$ cat config.mk
export PLATFORM = sky130hd
export DESIGN_NAME = mred_engine
export DESIGN_NICKNAME = d
export VERILOG_FILES = /design/src/rtl/mred_pkg.sv /design/src/rtl/mred_acc.sv /design/src/rtl/mred_store.sv /design/src/rtl/mred_final_sub.sv /design/src/rtl/mred_engine.sv
export SDC_FILE = /design/constraint.sdc
export NUM_CORES = 2
export LEC_CHECK = 0
export BUFFER_PORTS_ARGS = -buffer_cell sky130_fd_sc_hd__buf_2
export CORE_UTILIZATION = 55
export DETAILED_ROUTE_END_ITERATION = 8
export GPL_TIMING_DRIVEN = 0
export PLACE_DENSITY = 0.71
export SLEW_MARGIN = 5
export SYNTH_ARGS = -nofsm -noshare
export SYNTH_HDL_FRONTEND = slang
export SYNTH_SLANG_ARGS = --single-unit
export TNS_END_PERCENT = 30
$ cat constraint.sdc
create_clock -name clk -period 23.5 [get_ports clk]
set_input_delay 1.175 -clock clk [delete_from_list [all_inputs] [get_ports clk]]
set_output_delay 1.175 -clock clk [all_outputs]
set_load 0.05 [all_outputs]
$ cat src/rtl/mred_pkg.sv
// Shared types for the Montgomery reduction engine.
// Assumes: nothing beyond IEEE 1800-2017 packages.
package mred_pkg;

    // Operation requested from the three-word accumulator each cycle
    typedef enum logic [1:0] {
        ACC_HOLD = 2'd0,
        ACC_MAC  = 2'd1,
        ACC_ADDW = 2'd2,
        ACC_SHR  = 2'd3
    } acc_op_e;

    // Sequencer states of the column walk
    typedef enum logic [2:0] {
        ST_IDLE  = 3'd0,
        ST_PROD  = 3'd1,
        ST_ADDT  = 3'd2,
        ST_QUOT  = 3'd3,
        ST_QADD  = 3'd4,
        ST_SHIFT = 3'd5,
        ST_FIN   = 3'd6
    } st_e;

    // Load port bank codes
    localparam logic [1:0] BANK_T    = 2'd0;
    localparam logic [1:0] BANK_MOD  = 2'd1;
    localparam logic [1:0] BANK_NINV = 2'd2;

endpackage

$ cat src/rtl/mred_acc.sv
// Three-word column accumulator.
// Each cycle it either adds a W x W product, adds one word, shifts right by
// one word, or holds. The top word only gathers carries.
// Assumes: the caller never lets the true sum reach 2^(3W).
module mred_acc
    import mred_pkg::*;
#(
    parameter int W = 16
) (
    input  logic         clk,
    input  logic         rst_n,
    input  logic         clr,
    input  acc_op_e      op,
    input  logic [W-1:0] a,
    input  logic [W-1:0] b,
    input  logic [W-1:0] x,
    output logic [W-1:0] lo
);
    localparam int AW = 3 * W;

    logic [AW-1:0]  acc;
    logic [AW:0]    sum;
    logic [2*W-1:0] prod;

    // Full double-width product of the two operand words
    assign prod = {{W{1'b0}}, a} * {{W{1'b0}}, b};

    // Next accumulator value for the requested operation
    always_comb begin
        unique case (op)
            ACC_MAC:  sum = {1'b0, acc} + {{(W + 1){1'b0}}, prod};
            ACC_ADDW: sum = {1'b0, acc} + {{(2 * W + 1){1'b0}}, x};
            ACC_SHR:  sum = {{(W + 1){1'b0}}, acc[AW-1:W]};
            default:  sum = {1'b0, acc};
        endcase
    end

    // Accumulator register with clear at the start of a reduction
    always_ff @(posedge clk) begin
        if (!rst_n)   acc <= '0;
        else if (clr) acc <= '0;
        else          acc <= sum[AW-1:0];
    end

    assign lo = acc[W-1:0];

    // no column sum may wrap the three-word accumulator
    p_acc_no_wrap_r2: assert property (@(posedge clk) disable iff (!rst_n)
        (op != ACC_HOLD) |-> !sum[AW]);

endmodule

$ cat src/rtl/mred_store.sv
// Operand register banks: 2N words of T, N words of the modulus, one word p'.
// Written one word at a time; writes are accepted only when wr_en is high.
// Assumes: the caller masks wr_en while a reduction runs.
module mred_store
    import mred_pkg::*;
#(
    parameter int W     = 16,
    parameter int N     = 4,
    parameter int IDX_W = 3
) (
    input  logic                  clk,
    input  logic                  rst_n,
    input  logic                  wr_en,
    input  logic [1:0]            bank,
    input  logic [IDX_W-1:0]      idx,
    input  logic [W-1:0]          data,
    output logic [2*N-1:0][W-1:0] t_q,
    output logic [N-1:0][W-1:0]   mod_q,
    output logic [W-1:0]          ninv_q
);
    localparam int NI = (N > 1) ? $clog2(N) : 1;

    // Store the incoming word in the bank and slot it addresses
    always_ff @(posedge clk) begin
        if (!rst_n) begin
            t_q    <= '0;
            mod_q  <= '0;
            ninv_q <= '0;
        end else if (wr_en) begin
            if (bank == BANK_T && 32'(idx) < 2 * N)
                t_q[idx] <= data;
            else if (bank == BANK_MOD && 32'(idx) < N)
                mod_q[NI'(idx)] <= data;
            else if (bank == BANK_NINV)
                ninv_q <= data;
        end
    end

endmodule

$ cat src/rtl/mred_final_sub.sv
// Final correction: given the N-word column result plus its carry word,
// returns value - mod if that is non-negative, otherwise the value itself.
// Assumes: value < 2*mod, so one subtraction always suffices.
module mred_final_sub #(
    parameter int W = 16,
    parameter int N = 4
) (
    input  logic [N-1:0][W-1:0] val,
    input  logic [W-1:0]        top,
    input  logic [N-1:0][W-1:0] mod,
    output logic [N-1:0][W-1:0] res
);
    logic [N:0]          brw;
    logic [N-1:0][W-1:0] diff;
    logic                under;

    assign brw[0] = 1'b0;

    // Word-by-word borrow chain of val - mod
    for (genvar k = 0; k < N; k++) begin : g_word
        assign {brw[k+1], diff[k]} = {1'b0, val[k]} - {1'b0, mod[k]}
                                     - {{W{1'b0}}, brw[k]};
    end

    // Value is below the modulus only if the borrow survives the carry word
    assign under = (top == '0) && brw[N];
    assign res   = under ? val : diff;

endmodule

$ cat src/rtl/mred_engine.sv
// Montgomery reduction engine, product-scanning order.
// Reduces a 2N-word T to T * 2^(-W*N) mod p, one multiply-accumulate per
// cycle. Low columns create quotient words q[i] = lo * p' mod 2^W; high
// columns fold in the upper words of T and emit result words; a final
// subtraction brings the value into [0, p).
// Assumes: p odd, p' = -p^-1 mod 2^W, T < p * 2^(W*N), N >= 2.
module mred_engine
    import mred_pkg::*;
#(
    parameter int  NWORDS = 4,
    parameter int  WORD_W = 16,
    localparam int IDX_W  = $clog2(2 * NWORDS)
) (
    input  logic                     clk,
    input  logic                     rst_n,
    input  logic                     ld_en,
    input  logic [1:0]               ld_bank,
    input  logic [IDX_W-1:0]         ld_idx,
    input  logic [WORD_W-1:0]        ld_data,
    input  logic                     start,
    output logic                     busy,
    output logic                     done,
    output logic [NWORDS*WORD_W-1:0] result
);
    localparam int N  = NWORDS;
    localparam int W  = WORD_W;
    localparam int NI = (N > 1) ? $clog2(N) : 1;
    localparam logic [IDX_W-1:0] N_C    = IDX_W'(N);
    localparam logic [IDX_W-1:0] LAST_C = IDX_W'(2 * N - 1);

    st_e                   st;
    logic [IDX_W-1:0]      col, jdx, jend, nxt;
    logic [N-1:0][W-1:0]   q_mem, s_mem, res_q, sub_res;
    logic [2*N-1:0][W-1:0] t_q;
    logic [N-1:0][W-1:0]   mod_q;
    logic [W-1:0]          ninv_q, acc_lo, qword, acc_a, acc_b, acc_x;
    logic                  col_low, acc_clr, done_q;
    acc_op_e               acc_op;

    assign busy    = (st != ST_IDLE);
    assign done    = done_q;
    assign result  = res_q;
    assign col_low = (col < N_C);
    assign nxt     = col + 1'b1;
    assign qword   = acc_lo * ninv_q;

    mred_store #(.W(W), .N(N), .IDX_W(IDX_W)) u_store (
        .clk   (clk),
        .rst_n (rst_n),
        .wr_en (ld_en && !busy),
        .bank  (ld_bank),
        .idx   (ld_idx),
        .data  (ld_data),
        .t_q   (t_q),
        .mod_q (mod_q),
        .ninv_q(ninv_q)
    );

    mred_acc #(.W(W)) u_acc (
        .clk  (clk),
        .rst_n(rst_n),
        .clr  (acc_clr),
        .op   (acc_op),
        .a    (acc_a),
        .b    (acc_b),
        .x    (acc_x),
        .lo   (acc_lo)
    );

    mred_final_sub #(.W(W), .N(N)) u_fsub (
        .val(s_mem),
        .top(acc_lo),
        .mod(mod_q),
        .res(sub_res)
    );

    // Select accumulator operation and operands from the sequencer state
    always_comb begin
        acc_clr = (st == ST_IDLE) && start;
        acc_op  = ACC_HOLD;
        acc_a   = q_mem[NI'(jdx)];
        acc_b   = mod_q[NI'(col - jdx)];
        acc_x   = t_q[col];
        unique case (st)
            ST_PROD:  acc_op = ACC_MAC;
            ST_ADDT:  acc_op = ACC_ADDW;
            ST_QADD: begin
                acc_op = ACC_MAC;
                acc_a  = q_mem[NI'(col)];
                acc_b  = mod_q[0];
            end
            ST_SHIFT: acc_op = ACC_SHR;
            default:  acc_op = ACC_HOLD;
        endcase
    end

    // Column sequencer: walks products, quotient steps and result emission
    always_ff @(posedge clk) begin
        if (!rst_n) begin
            st     <= ST_IDLE;
            col    <= '0;
            jdx    <= '0;
            jend   <= '0;
            q_mem  <= '0;
            s_mem  <= '0;
            res_q  <= '0;
            done_q <= 1'b0;
        end else begin
            done_q <= 1'b0;
            unique case (st)
                ST_IDLE: begin
                    if (start) begin
                        col <= '0;
                        st  <= ST_ADDT;
                    end
                end
                ST_PROD: begin
                    jdx <= jdx + 1'b1;
                    if (jdx + 1'b1 == jend) st <= ST_ADDT;
                end
                ST_ADDT: st <= col_low ? ST_QUOT : ST_SHIFT;
                ST_QUOT: begin
                    q_mem[NI'(col)] <= qword;
                    st              <= ST_QADD;
                end
                ST_QADD: st <= ST_SHIFT;
                ST_SHIFT: begin
                    if (!col_low) s_mem[NI'(col - N_C)] <= acc_lo;
                    if (col == LAST_C) begin
                        st <= ST_FIN;
                    end else begin
                        col <= nxt;
                        if (nxt < N_C) begin
                            jdx  <= '0;
                            jend <= nxt;
                            st   <= ST_PROD;
                        end else begin
                            jdx  <= nxt - N_C + 1'b1;
                            jend <= N_C;
                            st   <= (nxt == LAST_C) ? ST_ADDT : ST_PROD;
                        end
                    end
                end
                ST_FIN: begin
                    res_q  <= sub_res;
                    done_q <= 1'b1;
                    st     <= ST_IDLE;
                end
                default: st <= ST_IDLE;
            endcase
        end
    end

    // the quotient step must clear the low accumulator word
    p_low_cleared_r2: assert property (@(posedge clk) disable iff (!rst_n)
        (st == ST_SHIFT && col_low) |-> (acc_lo == '0));

    // every delivered result lies below the modulus
    p_below_mod_r3: assert property (@(posedge clk) disable iff (!rst_n)
        done |-> (res_q < mod_q));

    // done is a single-cycle pulse
    p_done_pulse_r5: assert property (@(posedge clk) disable iff (!rst_n)
        done |=> !done);

    // the engine is idle whenever done is shown
    p_done_idle_r5: assert property (@(posedge clk) disable iff (!rst_n)
        done |-> !busy);

    // a running reduction keeps going regardless of start
    p_run_continues_r7: assert property (@(posedge clk) disable iff (!rst_n)
        (busy && st != ST_FIN) |=> busy);

    // result moves only together with done
    p_result_hold_r8: assert property (@(posedge clk) disable iff (!rst_n)
        !done |-> $stable(result));

endmodule

== Word-level counts from Yosys, hierarchy flattened ==
Cells that the tools add are included.
Storage, ports and cells
  output and inout port bits: 66
  input bits: 25
  logic and storage cells: 150
  bits in registers: 461
Cells by class
  muxes and demuxes: 40
  multipliers: 2
  bitwise logic cells: 5
  equality and inequality tests: 17
  $lt $le $gt $ge: 14
  add/sub/neg operators: 15
  reductions and logical operators: 26
Operator list (number)
  64-bit bitwise mux: 3
  16-bit two-way mux: 10
  48-bit one-hot mux with 3 select lines: 1
  128-bit bitwise mux: 1
  16-bit binary-select mux with 2-bit select: 3
  16-bit demux with 2-bit select: 3
  16-bit by 16-bit subtractor with 17-bit output: 4
  64-bit two-way mux: 1
  17-bit by 1-bit subtractor with 17-bit output: 3
  48-bit by 16-bit adder with 48-bit output: 1
  48-bit by 32-bit adder with 48-bit output: 1
  16-bit binary-select mux with 3-bit select: 1
  16-bit demux with 3-bit select: 1
  16-bit by 16-bit multiplier with 32-bit output: 1
  3-bit two-way mux: 9
  3-bit one-hot mux with 6 select lines: 1
  16-bit zero test: 1
  16-bit by 16-bit multiplier with 16-bit output: 1
  3-bit equality test (second input constant): 5
  2-bit by 3-bit < comparator with 1-bit output (second input constant): 5
  3-bit one-hot mux with 2 select lines: 2
  2-bit AND reduction: 5
  3-bit by 1-bit adder with 3-bit output (second input constant): 3
  3-bit < comparator (second input constant): 3
  other kinds (25): 50

== Longest topological paths before layout ==
  word-level depth: 7
  depth in mapped cells: 56
  gate-level depth less buffers: 54

== Cells and area by module ==
A second synthesis with hierarchy kept.
Unflattened totals
  cell total of the unflattened synthesis: 4769
  area total of the unflattened synthesis: 40455.0 µm²
Modules (own cells, without submodules)
  mred_engine: cells an instance 1681, area an instance 14276.2 µm², instances 1
  mred_acc: cells an instance 1634, area an instance 13847.0 µm², instances 1
  mred_store: cells an instance 736, area an instance 7604.8 µm², instances 1
  mred_final_sub: cells an instance 718, area an instance 4727.0 µm², instances 1

== Worst setup path before layout ==
Ideal clock, no wire load.
  path type: flip-flop to flip-flop
  from: reg s_mem[0] in the netlist's numbering
  to: reg res_q (netlist bit result[17])
  cell stages (with the launch flop): 56
  period minus slack after synthesis: 10.841 ns
  data arrival time: 10.766 ns
  path slack: 12.659 ns
  setup time: 0.074 ns
  path buffers: 2
  path through: dfxtp_1 inv_1 ha_1 fa_1 nor2b_1 o21ai_0 a21bo_2 a21oi_1 a41o_1 o41ai_2 o21bai_1 a21oi_1 o21ai_0 fa_1 ha_1 or2_2 fa_1 nand2b_1 (+20 left out) a21oi_1 xor2_1 fa_1 inv_1 ha_1 nor2_1 fa_1 a21boi_1 o21ai_1 a21oi_1 nor3_1 nor3_2 nor3_1 nor3_1 buf_2 buf_2 nand2_1 a31oi_1
On the way
  cells in the longest elaborated chain, start to end: 6
Ends and longest elaborated chain
  start: declaration: line mred_engine.sv:33  | logic [N-1:0][W-1:0] q_mem, s_mem, res_q, sub_res;
  start signal: indexed assignment: line mred_engine.sv:128  | if (!col_low) s_mem[NI'(col - N_C)] <= acc_lo;
  16-bit by 16-bit subtractor with 17-bit output (*): line mred_final_sub.sv:21  | assign {brw[k+1], diff[k]} = {1'b0, val[k]} - {1'b0, mod[k]}
  17-bit by 1-bit subtractor with 17-bit output (*): line mred_final_sub.sv:22  | - {{W{1'b0}}, brw[k]};
  17-bit by 1-bit subtractor with 17-bit output (2 in series): line mred_final_sub.sv:22
  1-bit logical AND: line mred_final_sub.sv:26  | assign under = (top == '0) && brw[N];
  64-bit two-way mux (*): line mred_final_sub.sv:27  | assign res = under ? val : diff;
  end signal: assignment: line mred_engine.sv:145  | res_q <= sub_res;
  end: declaration: line mred_engine.sv:33
Mark *: on every way between the ends. The rest lies on a longest branch, timed or not.
A chain may end at the register's enable or synchronous reset.

== Worst setup path in the final report ==
  from: reg u_store.mod_q[0] in the netlist's numbering
  to: reg res_q (netlist bit result[4])
On the way
  cells in the longest elaborated chain, start to end: 6
Ends and longest elaborated chain
  start: declaration: line mred_store.sv:18  | output logic [N-1:0][W-1:0] mod_q,
  start signal: indexed assignment: line mred_store.sv:33  | mod_q[NI'(idx)] <= data;
  16-bit by 16-bit subtractor with 17-bit output (*): line mred_final_sub.sv:21
  17-bit by 1-bit subtractor with 17-bit output (3 in series): line mred_final_sub.sv:22
  1-bit logical AND: line mred_final_sub.sv:26
  64-bit two-way mux (*): line mred_final_sub.sv:27
Marked as above.

==> run_results.csv <==
group,metric,value,unit
critical_path,startpoint_type,"flip-flop",
critical_path,crit_end,"result[4]$_SDFFE_PN0P_",
synthesis,synth_edf_count,0,
power,power,2.443,mW
synthesis,synthTopCellsByArea,"dfxtp_1 23%, fa_1 16%, ha_1 9.2%",
clock_network,cts-root-buf,"clkbuf_16",
grt,use_met3,6.492,%
finish,nets,5539,
sta,drv_slew,0,
run,maxCapViolCount,0,
clock_network,post-cts-setup-buffers,0,
route,firstDrtPassIters,6,
synthesis,synth_top_area_cell,"dfxtp_1",
critical_path,crit_family,"compound AO/OA/AOI/OAI gates",
sta,fin_crit_sh,57.52,%
place,dpl_worst_slack,10.26,ns
synthesis,syn_area_per_cell,8.250,um2
route,via_per_inst,6.016,
critical_path,critical_path_buf_inv_count,4,
critical_path,crit_required,24.06,ns
synthesis,synth.most_common_cell,"nand2_1",
synthesis,ys.flop_type,"dfxtp_1",
power,p_leak,18.40,nW
route,wl_per_cell,22.45,um
power,vdd_ir_drop_max,0.06089,mV
place,port_buffers,89,
critical_path,path_class,"flip-flop to flip-flop",
place,dp_hpwl,102.9,mm
critical_path,cp_max_fo,10,
die,start_util,55.88,%
synthesis,yosysUniqueCellTypes,92,
synthesis,synthArstFlopShare,0,%
synthesis,netlist_area,39340,um2
critical_path,crit_path_end_kind,"flip-flop",
grt,grt_pass1_vias,33810,
route,ant_nets,0,
critical_path,slowest_stage,"fa_1",
worst_hold_path,hold_path_depth,2,
worst_hold_path,worstHoldStart,"u_store.t_q[45]$_SDFFE_PN0P_",
sta,fin_crit,13.52,ns
critical_path,arrival,14.08,ns
critical_path,reg2reg_slack,9.98,ns
die,dieArea,72600,um2
finish,areaGrowthSynthToFinish,8.922,%
clock_network,cts-resized-gates,0,
die,core_area,70390,um2
sta,grt_setup_unrepaired,"false",
critical_path,r2r_cells,54,
sta,slew_headroom,2.679,%
status,status,"complete, no violations",
clock_network,clock-sinks,461,
finish,drive_above_1_share,7.560,%
clock_network,numCtsBuffers,51,
sta,skew,0.03419,ns
die,die_w,269.4,um
grt,grt_pass1_wl,201.4,mm
synthesis,yosys_register_bits,461,
sta,setup_slack,9.983,ns
clock_network,cts_htree_levels,2,
grt,antenna_found_initial,6,
power,powerDensity,57.03,nW/um2
critical_path,regToRegEndpoint,"result[4]$_SDFFE_PN0P_",
route,drc,0,
grt,grt_use_met1,49.50,%
synthesis,synth_fp_nets,5396,
sta,tns,0,ns
sta,setup_violations,0,
die,ios,91,
route,drt-initial-drc-count,4075,
clock_network,clk_path_buf_depth,3,
critical_path,path_depth,54,
grt,grt_overflow,0,
place,place_congestion,0.9953,
synthesis,yosysSeqAreaShare,23.46,%
critical_path,crit_start,"u_store.mod_q[0]$_SDFFE_PN0P_",
worst_hold_path,hold_path.class,"flip-flop to flip-flop",
clock_network,clk_pin_slew,0.07,ns
die,rows,97,
sta,fmax,0.07398,GHz
clock_network,cts_tree,"done",
sta,finalHoldViolations,0,
clock_network,clk_latency,0.63,ns
route,drt_wl_total,132.2,mm
grt,track_usage,36.11,%
clock_network,ctsHoldBuffers,0,
critical_path,cpPeakStageDelay,0.53,ns
grt,grt_use_met2,56.20,%
route,via_count,35440,
synthesis,syn_inst,4768,
die,die_h,269.4,um
critical_path,rr_startpoint,"u_store.mod_q[0]$_SDFFE_PN0P_",
grt,top_usage_layer,"met2",
synthesis,yosysWarnings,0,
grt,grt_max_degree,15,
sta,tightestPinTransition,1.460,ns
synthesis,synthDominantCellAreaShare,23.46,%
synthesis,netlist_top_cells_count,"860 x nand2_1, 592 x inv_1, 461 x dfxtp_1, 359 x a21oi_1, 314 x fa_1",
==> metal layers <==
| metal | part of all wire [%] | wire (um) |
|---|---|---|
| met1 | 41 | 54510 |
| met2 | 44 | 58440 |
| met3 | 10 | 13260 |
| met4 | 4.5 | 6003 |
| met5 | 0.011 | 15 |
==> how the worst min path moves through the flow <==
stage | end | slack, ns
floorplan | u_store.t_q[100]$_SDFFE_PN0P_ | 0.43
global placement | u_store.t_q[45]$_SDFFE_PN0P_ | 0.44
detailed placement | u_store.t_q[108]$_SDFFE_PN0P_ | 0.44
CTS | u_store.t_q[108]$_SDFFE_PN0P_ | 0.45
global route | u_store.t_q[108]$_SDFFE_PN0P_ | 0.47
finish | u_store.t_q[45]$_SDFFE_PN0P_ | 0.45
==> power breakdown <==
group          switching [mW]  total [mW]  internal (mW)
logic                   0.493       0.698          0.205
clock network           0.362       0.900          0.539
registers              0.0411       0.845          0.804
==> layout make-up <==
| type | count | area [um2] |
|---|---|---|
| Tap cell | 940 | 1176 |
| Fill cell | 6364 | 27550 |
| Multi-Input combinational cell | 3437 | 26720 |
| Clock buffer | 66 | 1463 |
| Timing Repair Buffer | 90 | 456.7 |
| Inverter | 593 | 2226 |
| Buffer | 277 | 1159 |
| Clock inverter | 23 | 404.1 |
| Antenna cell | 4 | 10.01 |
| Sequential cell | 461 | 9229 |
==> state kept, by name, summed over array words and instances (netlist names) <==
name            count
result             64
u_acc.acc          48
done                1
u_store.mod_q      64
jdx                 3
col                 3
s_mem              64
st                  3
q_mem              64
u_store.t_q       128
u_store.ninv_q     16
jend                3
==> logic make-up (layout without fill, tap and decap cells) <==
kind of cell	Yosys count	count (layout)	share of synthesized area [%]
compound gates	857	857	13.50
xor+xnor	134	134	2.984
fa+ha+maj	603	603	25.17
buf+inv	870	1049	8.604
flops	461	461	23.46
mux	224	224	7.860
other cells	0	4	0
simple gates	1619	1619	18.42
==> tightest hold or removal path, stage by stage (launching register included) <==
cell	delay, ns
dfxtp_1	0.31
nand2_1	0.05
a21oi_1	0.05
==> per-stage QoR <==
step | area (um2) | std cells | hold WS [ns] | utilization, %
floorplan | 39340 | 4768 | 0.4331 | -
CTS | 42820 | 5886 | 0.4510 | 60.84
finish | 42850 | 5891 | 0.4514 | 60.87
global placement | 40960 | 5797 | 0.4391 | 58.19
detailed placement | 40960 | 5797 | 0.4431 | 58.19
global route | 42840 | 5888 | 0.4670 | 60.86
==> placed cells by master (no fill, tap or decap), drive strengths merged, types with 38 or more instances in the layout <==
cell	n
a21oi	362
a31oi	67
and2	157
buf	145
clkbuf	288
dfxtp	461
fa	314
ha	289
inv	594
mux2i	124
mux4	64
nand2	861
nand3	97
nor2	253
nor2b	47
nor3	54
o21ai	162
xnor2	96
xor2	38
(Power assumes the default switching activity.)
